--- src/rtl/sec_pkg.sv ---
package sec_pkg;
  localparam int DATA_W = 8;

  function automatic int chk_bits(input int dw);
    int r;
    r = 1;
    while ((1 << r) < dw + r + 1) r++;
    return r;
  endfunction

  localparam int CHK_W = chk_bits(DATA_W);
  localparam int CW_W  = DATA_W + CHK_W;

  typedef logic [DATA_W-1:0] data_t;
  typedef logic [CHK_W-1:0]  syn_t;
  typedef logic [CW_W-1:0]   code_t;

  function automatic bit is_pow2(input int p);
    return (p & (p - 1)) == 0;
  endfunction

  // place data bits at non-power-of-two positions, then fill parity
  function automatic code_t sec_encode(input data_t d);
    code_t cw;
    int k;
    logic par;
    cw = '0;
    k = 0;
    for (int p = 1; p <= CW_W; p++) begin
      if (!is_pow2(p)) begin
        cw[p-1] = d[k];
        k++;
      end
    end
    for (int c = 0; c < CHK_W; c++) begin
      par = 1'b0;
      for (int p = 1; p <= CW_W; p++)
        if (((p >> c) & 1) == 1) par = par ^ cw[p-1];
      cw[(1 << c) - 1] = par;
    end
    return cw;
  endfunction

  function automatic syn_t sec_syndrome(input code_t cw);
    syn_t s;
    s = '0;
    for (int p = 1; p <= CW_W; p++)
      if (cw[p-1]) s = s ^ CHK_W'(p);
    return s;
  endfunction

  function automatic data_t sec_extract(input code_t cw);
    data_t d;
    int k;
    d = '0;
    k = 0;
    for (int p = 1; p <= CW_W; p++) begin
      if (!is_pow2(p)) begin
        d[k] = cw[p-1];
        k++;
      end
    end
    return d;
  endfunction
endpackage

--- src/rtl/sec_encoder.sv ---
module sec_encoder
  import sec_pkg::*;
(
  input  data_t data_in,
  output code_t code_out
);
  always_comb code_out = sec_encode(data_in);
endmodule

--- src/rtl/sec_decoder.sv ---
module sec_decoder
  import sec_pkg::*;
(
  input  code_t code_in,
  output code_t code_fixed,
  output data_t data_out,
  output syn_t  syn_out,
  output logic  err_out
);
  syn_t  syn;
  code_t flip;

  always_comb syn = sec_syndrome(code_in);

  // one comparator per position picks the bit to repair
  for (genvar p = 1; p <= CW_W; p++) begin : g_flip
    assign flip[p-1] = (syn == CHK_W'(p));
  end

  assign code_fixed = code_in ^ flip;
  assign data_out   = sec_extract(code_fixed);
  assign syn_out    = syn;
  assign err_out    = |syn;
endmodule

--- src/rtl/sec_store.sv ---
module sec_store
  import sec_pkg::*;
(
  input  logic  clk,
  input  logic  rst_n,
  input  logic  wr_en,
  input  code_t wr_code,
  input  logic  inj_en,
  input  code_t inj_mask,
  input  logic  scrub_go,
  input  code_t fixed_code,
  output code_t code_q
);
  localparam code_t RESET_CODE = sec_encode('0);

  code_t code_d;

  // priority: write, then injection, then scrub
  always_comb begin
    code_d = code_q;
    if (wr_en)         code_d = wr_code;
    else if (inj_en)   code_d = code_q ^ inj_mask;
    else if (scrub_go) code_d = fixed_code;
  end

  always_ff @(posedge clk or negedge rst_n) begin
    if (!rst_n) code_q <= RESET_CODE;
    else        code_q <= code_d;
  end
endmodule

--- src/rtl/sec_guard_reg.sv ---
module sec_guard_reg
  import sec_pkg::*;
(
  input  logic              clk,
  input  logic              rst_n,
  input  logic              wr_en,
  input  logic [DATA_W-1:0] wr_data,
  input  logic              scrub_en,
  input  logic              inj_en,
  input  logic [CW_W-1:0]   inj_mask,
  output logic [DATA_W-1:0] rd_data,
  output logic              err_flag,
  output logic [CHK_W-1:0]  syndrome,
  output logic [CW_W-1:0]   raw_code
);
  code_t enc_code;
  code_t code_q;
  code_t fixed_code;
  logic  dec_err;

  sec_encoder i_enc (
    .data_in (wr_data),
    .code_out(enc_code)
  );

  sec_store i_store (
    .clk       (clk),
    .rst_n     (rst_n),
    .wr_en     (wr_en),
    .wr_code   (enc_code),
    .inj_en    (inj_en),
    .inj_mask  (inj_mask),
    .scrub_go  (scrub_en & dec_err),
    .fixed_code(fixed_code),
    .code_q    (code_q)
  );

  sec_decoder i_dec (
    .code_in   (code_q),
    .code_fixed(fixed_code),
    .data_out  (rd_data),
    .syn_out   (syndrome),
    .err_out   (dec_err)
  );

  assign err_flag = dec_err;
  assign raw_code = code_q;
endmodule

--- config.mk ---
export PLATFORM = sky130hd
export DESIGN_NAME = sec_guard_reg
export DESIGN_NICKNAME = d
export VERILOG_FILES = /design/src/rtl/sec_pkg.sv /design/src/rtl/sec_encoder.sv /design/src/rtl/sec_decoder.sv /design/src/rtl/sec_store.sv /design/src/rtl/sec_guard_reg.sv
export SDC_FILE = /design/constraint.sdc
export NUM_CORES = 1
export LEC_CHECK = 0
export ABC_CLOCK_PERIOD_IN_PS = 3400
export BUFFER_PORTS_ARGS = -buffer_cell sky130_fd_sc_hd__buf_4
export CAP_MARGIN = 10
export CORE_UTILIZATION = 54
export CTS_CLUSTER_DIAMETER = 200
export CTS_CLUSTER_SIZE = 25
export DETAILED_ROUTE_END_ITERATION = 8
export PLACE_DENSITY = 0.95
export SLEW_MARGIN = 20
export SYNTH_ARGS = -nofsm -noshare
export SYNTH_HDL_FRONTEND = slang
export SYNTH_SLANG_ARGS = --single-unit
--- constraint.sdc ---
create_clock -name clk -period 3.4 [get_ports clk]
set_clock_uncertainty 0.05 [all_clocks]
set_input_delay 0.17 -clock clk [delete_from_list [all_inputs] [get_ports clk]]
set_output_delay 0.17 -clock clk [all_outputs]
set_load 0.02 [all_outputs]
==> results of run 1 <==
## worst min path at each step
stage / start / end / depth (start not counted)
after floorplan: rst_n / i_store.code_q[0]$_DFFE_PN0P_ / 0
after global placement: rst_n / i_store.code_q[6]$_DFFE_PN0P_ / 1
after detailed placement: rst_n / i_store.code_q[6]$_DFFE_PN0P_ / 1
after CTS: wr_data[0] / i_store.code_q[2]$_DFFE_PN0P_ / 3
after global routing: wr_data[0] / i_store.code_q[2]$_DFFE_PN0P_ / 3
final: wr_data[0] / i_store.code_q[2]$_DFFE_PN0P_ / 3
## layout make-up
cell class	instances	area, um2	share of cell area
inverters	7	28.8	0.0159
flip-flops and latches	12	300	0.166
well taps	30	37.5	0.0208
repair buffers	50	378	0.209
multi-input cells	132	1030	0.568
clock buffers	4	36.3	0.0201
## cells in the final DEF (no fill, tap or decap), drive strengths merged, types with 3 or more instances in the layout
master	count
a21oi	9
o2111ai	3
dfrtp	12
or4	9
xor2	15
clkbuf	4
inv	7
nand3	10
nor3	11
buf	49
xnor3	3
nor2	10
nand2	14
xnor2	20
o311ai	6
## critical path, cell delays in order, from the launching register on
cell and delay, ns:
dfrtp_1 0.49, xnor2_2 0.31, xnor3_2 0.58, nand2b_1 0.28, or2_2 0.31, buf_4 0.16
## what timing repair did
item                                   CTS  global route
gates resized for setup                  0             0
hold buffers                             1             0
endpoints found under the hold margin   12             0
## kinds of logic after synthesis
logic type	Yosys count
and+or+nand+nor	60
xor gates and xnor gates	39
AOI/OAI and AO/OA	33
buffers and inverters	17
DFF	12
## per-layer routing
layer / global-route usage / part of all wire / vias to the layer above
met3: 0.0374 / 0.072 / 20
met4: 0.158 / 0.043 / 0
met5: 0 / 0 / -
met2: 0.563 / 0.49 / 93
li1: - / - / 681
met1: 0.443 / 0.39 / 697
## synth_stat cells, drive strengths merged (3+ instances only)
cell,instances,area share
a21oi,9,0.032
buf,5,0.028
clkbuf,5,0.013
dfrtp,12,0.21
inv,7,0.020
nand2,14,0.042
nand3,10,0.035
nor2,10,0.027
nor3,11,0.042
o2111ai,3,0.019
o311ai,6,0.037
or4,9,0.048
xnor2,20,0.14
xnor3,3,0.050
xor2,15,0.11
## stage by stage
stage	power [uW]	instances	utilization	instance area, um2
4_1_cts	1920	235	0.730	1810
3_3_place_gp	1740	230	0.711	1760
5_1_grt	2060	235	0.730	1810
2_1_floorplan	1330	161	-	1420
6_report	1940	235	0.730	1810
3_5_place_dp	1800	230	0.711	1760
## power by group through the flow
stage	sequential, uW	clock (uW)	combinational [uW]
final	262	126	1550
after global routing	268	133	1650
after CTS	259	125	1540
after detailed placement	262	0	1530
after global placement	254	0	1490
after floorplan	268	0	1060
==> impl_metrics.ini, run 1 <==
[critical_path]
r2r_slack_ns = 0.96
end_kind = output port
critPathArrivalTime_ns = 2.42
crit_type = reg -> out
r2r_end = i_store.code_q[11]$_DFFE_PN0P_
crit_required_ns = 3.18
crit_start = i_store.code_q[9]$_DFFE_PN0P_
crit_path_end = err_flag
r2r-start = i_store.code_q[9]$_DFFE_PN0P_
start_kind = flip-flop
r2r_cells = 5
cp_max_fo = 7

[timing]
hold_slack_ns = 0.0962
setup_violations = 0
setup_tns_ns = 0
layout_setup_ws_ns = 0.760
hold_violations = 0
final-max-slew-violation-count = 0
fin_crit_sh = 0.777
finalWorstPathRequiredPeriod_ns = 2.64
maxSlewHeadroom = 0.631
tightest_slew_ns = 0.551
rsz0062_at_grt = no
max_freq_mhz = 379

[hold_path]
hold_path.class = in -> reg

[route]
ant_nets = 0
via_count = 1491
viasPerCell = 6.34
drc_errors = 0
routed_wl_mm = 4.18
first_iter_violations = 69
first_pass_iters = 5
post_drt_wl_per_cell_um = 17.8

[logic_synthesis]
yosys.area_share.simple = 0.226
synth_fa_ha_area_frac = 0
synth_seq_cells = 12
avgSynthCellArea_um2 = 8.79
synth_edf_count = 0
syn_nets = 186
synth_compound_area_frac = 0.187
syn_area_um2 = 1420
synth_top_family_by_area = XOR/XNOR gates
synthArstFlopShare = 1.00
synthMuxAreaShare = 0
ys.flop_type = dfrtp_1
synth-seq-area-share = 0.212
synth_xor_area_frac = 0.313
netlist_instances = 161
synth_cell_types = 43
ys_warn_count = 0

[clock_tree]
cts_buffers = 3
cts_max_path_buffers = 2
cts_tree = built
cts-root-buf = clkbuf_4
cts.clk_slew.worst_paths_ns = 0.09
worstSkewPairLatency_ns = 0.29
clock_sinks = 12
htreeDepth = 1
postCtsSetupBuffers = 0

[grt]
track_usage = 0.342
antenna_found_initial = 0
grt_overflow = 0
grt_start_max_net_pins = 30
grt_pass1_wl_mm = 6.80
grt_pass1_vias = 1383

[power]
vdd_drop_max_uv = 873
clock_power_share = 0.065
p_leak_uw = 0.000811
powerDensity_nw_per_um2 = 1070
p_sw_uw = 1110
internal_power_uw = 830
p_comb_frac = 0.801
p_seq_frac = 0.135
p_sw_frac = 0.572

[finish]
nNetsFinal = 231
area_growth_pct = 27.8
largest_register_ffs = 12
largestRegisters = i_store.code_q (12)
nFillCells = 199
top_register = i_store.code_q
antenna_cells = 0
drive_gt1_frac = 0.346

[placed_design]
place_hpwl_mm = 3.19
post-place-ws_ns = 0.977
gp_congestion = 0.911
port_buffers = 49

[die]
initial_core_util = 0.571
die_w_um = 53.2
std_cell_rows = 18
core_um2 = 2480
die_h_um = 53.2
die_area_um2 = 2830
io_pins = 50

[run]
cap_violations = 0

[run_status]
outcome = finished, final reports clean
Note: power is estimated with default switching activity, not from simulation.
==> run 2: changes to the inputs <==
--- a/config.mk
+++ b/config.mk
@@ -5,14 +5,14 @@
 export SDC_FILE = /design/constraint.sdc
 export NUM_CORES = 1
 export LEC_CHECK = 0
-export ABC_CLOCK_PERIOD_IN_PS = 3400
+export ABC_CLOCK_PERIOD_IN_PS = 2500
 export BUFFER_PORTS_ARGS = -buffer_cell sky130_fd_sc_hd__buf_4
 export CAP_MARGIN = 10
-export CORE_UTILIZATION = 54
+export CORE_UTILIZATION = 50
 export CTS_CLUSTER_DIAMETER = 200
 export CTS_CLUSTER_SIZE = 25
 export DETAILED_ROUTE_END_ITERATION = 8
-export PLACE_DENSITY = 0.95
+export PLACE_DENSITY = 0.91
 export SLEW_MARGIN = 20
 export SYNTH_ARGS = -nofsm -noshare
 export SYNTH_HDL_FRONTEND = slang
==> constraint.sdc (replaced) <==
create_clock -name clk -period 2.5 [get_ports clk]
set_clock_uncertainty 0.05 [all_clocks]
set_input_delay 0.125 -clock clk [delete_from_list [all_inputs] [get_ports clk]]
set_output_delay 0.125 -clock clk [all_outputs]
set_load 0.02 [all_outputs]
==> run 2 against run 1 <==
  * Critical endpoint is now rd_data[0]
  * Sequential cell count did not move
  * First-iteration DRC count rose by 39%
  * Largest cell class unchanged
  * Combinational power rose by 47%
  * Highest routed layer unchanged
  * Register-to-register slack got worse by 0.79 ns
==> impl_metrics.ini, run 2 (synthesis gave the netlist of run 1 again) <==
[run_status]
outcome = finished, final reports clean

[die]
core_um2 = 2570
die_area_um2 = 3050
io_pins = 50
initial_core_util = 0.551
std_cell_rows = 18
die_h_um = 55.2
die_w_um = 55.2

[critical_path]
end_kind = output port
crit_type = reg -> out
r2r_cells = 7
cp_max_fo = 9
start_kind = flip-flop
cpMaxStageDelayCell = xnor3_2
slowest_delay_ns = 0.50
critPathMostFrequentCell = xor2_1
crit_required_ns = 2.33
critPathArrivalTime_ns = 2.26
cp_cell_sequence = xor2_1 -> xnor3_2 -> inv_4 -> nand2_2 -> nor2_1 -> xor2_1 -> buf_4

[grt]
antenna_found_initial = 0
grt_start_max_net_pins = 30
top_usage_layer = met2
grt_pass1_wl_mm = 6.80
grtUsageMet2 = 0.430
grt_pass1_vias = 1412
grt_overflow = 0
grt_util_met3 = 0.0445
grt.met1_usage = 0.384
track_usage = 0.280

[placed_design]
gp_congestion = 0.887
dp.cells = 235
placed_area_um2 = 1800
post-place-ws_ns = 0.245
place_hpwl_mm = 3.24
port_buffers = 49

[route]
first_iter_violations = 96
drc_errors = 0
first_pass_iters = 4
viasPerCell = 6.23
routed_wl_mm = 4.40
ant_nets = 0
post_drt_wl_per_cell_um = 18.1
via_count = 1515

[power]
clock_power_share = 0.061
p_sw_uw = 1570
vdd_drop_max_uv = 1330
p_comb_frac = 0.814
report.power.total_uw = 2800
powerDensity_nw_per_um2 = 1470
internal_power_uw = 1230
p_leak_uw = 0.000856
p_seq_frac = 0.125
p_sw_frac = 0.561

[finish]
final_area_um2 = 1910
layout.cells.non_filler = 243
largestRegisters = i_store.code_q (12)
area_growth_pct = 34.9
mostFrequentLayoutCells = buf_4 (57), xnor2_1 (16), xor2_1 (14)
top_register = i_store.code_q
final_common_cell = buf_4
drive_gt1_frac = 0.418
nNetsFinal = 239
antenna_cells = 0
largest_register_ffs = 12

[clock_tree]
cts_max_path_buffers = 2
cts-root-buf = clkbuf_4
clock_sinks = 12
htreeDepth = 1
worstSkewPairLatency_ns = 0.29
cts_tree = built
cts_buffers = 3
cts.clk_slew.worst_paths_ns = 0.09

[hold_path]
hold_path.class = in -> reg
hold_depth = 3

[timing]
layout_setup_ws_ns = 0.0624
max_freq_mhz = 410
hold_violations = 0
final-max-slew-violation-count = 0
maxSlewHeadroom = 0.766
hold_slack_ns = 0.0648
setup_violations = 0
fin_crit_sh = 0.975
tightest_slew_ns = 0.348
finalWorstPathRequiredPeriod_ns = 2.44

[run]
cap_violations = 0
-- run 2: changes by cell type in the layout (fill, tap and decap cells not counted), moves of 2 or more --
cell | before | now
nor2_1 | 10 | 8
dfrtp_2 | 0 | 5
nor2_2 | 0 | 2
dfrtp_1 | 12 | 7
buf_4 | 49 | 57
-- run 2: critical path: cells and delay by family (launching register included) --
kind,cells,cell delay [ns]
XOR/XNOR,3,0.89
AND/OR/NAND/NOR,2,0.30
buffers and inverters,2,0.30
flip-flops,1,0.48
-- run 2: power by group through the flow --
stage | registers, uW | clock network, uW | logic, uW
after floorplan | 365 | 0 | 1440
after global placement | 338 | 0 | 2060
after detailed placement | 343 | 0 | 2120
after CTS | 341 | 171 | 2130
after global routing | 359 | 183 | 2400
final | 350 | 172 | 2280
-- run 2: repair_timing --
action / 4_1_cts / 5_1_grt
gates resized for setup: 2 / 11
setup buffers: 0 / 3
pin swaps: 0 / 3
endpoints found under the setup margin: 2 / 8
hold buffers: 1 / 0
cloned: 0 / 0
endpoints found under the hold margin: 12 / 0
-- run 2: area by class of cell --
cell class,count,area (um2)
clock buffer,4,36.3
fill,178,658
inverter,7,31.3
multi-input combinational,132,1060
sequential,12,307
tap,30,37.5
timing repair buffer,58,438
-- run 2: layer usage --
layer	wire (um)	up-vias
met1	1770	707
met2	2140	96
met4	122	0
met3	373	12
met5	0	-
li1	-	700
-- run 2: metrics by stage --
stage,util,TNS (ns)
after floorplan,-,0
after global placement,0.701,0
after detailed placement,0.701,0
after CTS,0.720,0
after global routing,0.744,-0.0259
final,0.744,0
-- run 2: path summary, 6_finish.rpt --
path | start | end | slack (ns)
setup / recovery | i_store.code_q[8]$_DFFE_PN0P_ | rd_data[0] | 0.06
hold / removal | wr_data[4] | i_store.code_q[8]$_DFFE_PN0P_ | 0.06
min in group asynchronous | rst_n | i_store.code_q[7]$_DFFE_PN0P_ | 0.15
hold reg to reg | i_store.code_q[0]$_DFFE_PN0P_ | i_store.code_q[0]$_DFFE_PN0P_ | 0.62
max in group asynchronous | rst_n | i_store.code_q[10]$_DFFE_PN0P_ | 2.07
setup reg to reg | i_store.code_q[6]$_DFFE_PN0P_ | i_store.code_q[7]$_DFFE_PN0P_ | 0.17
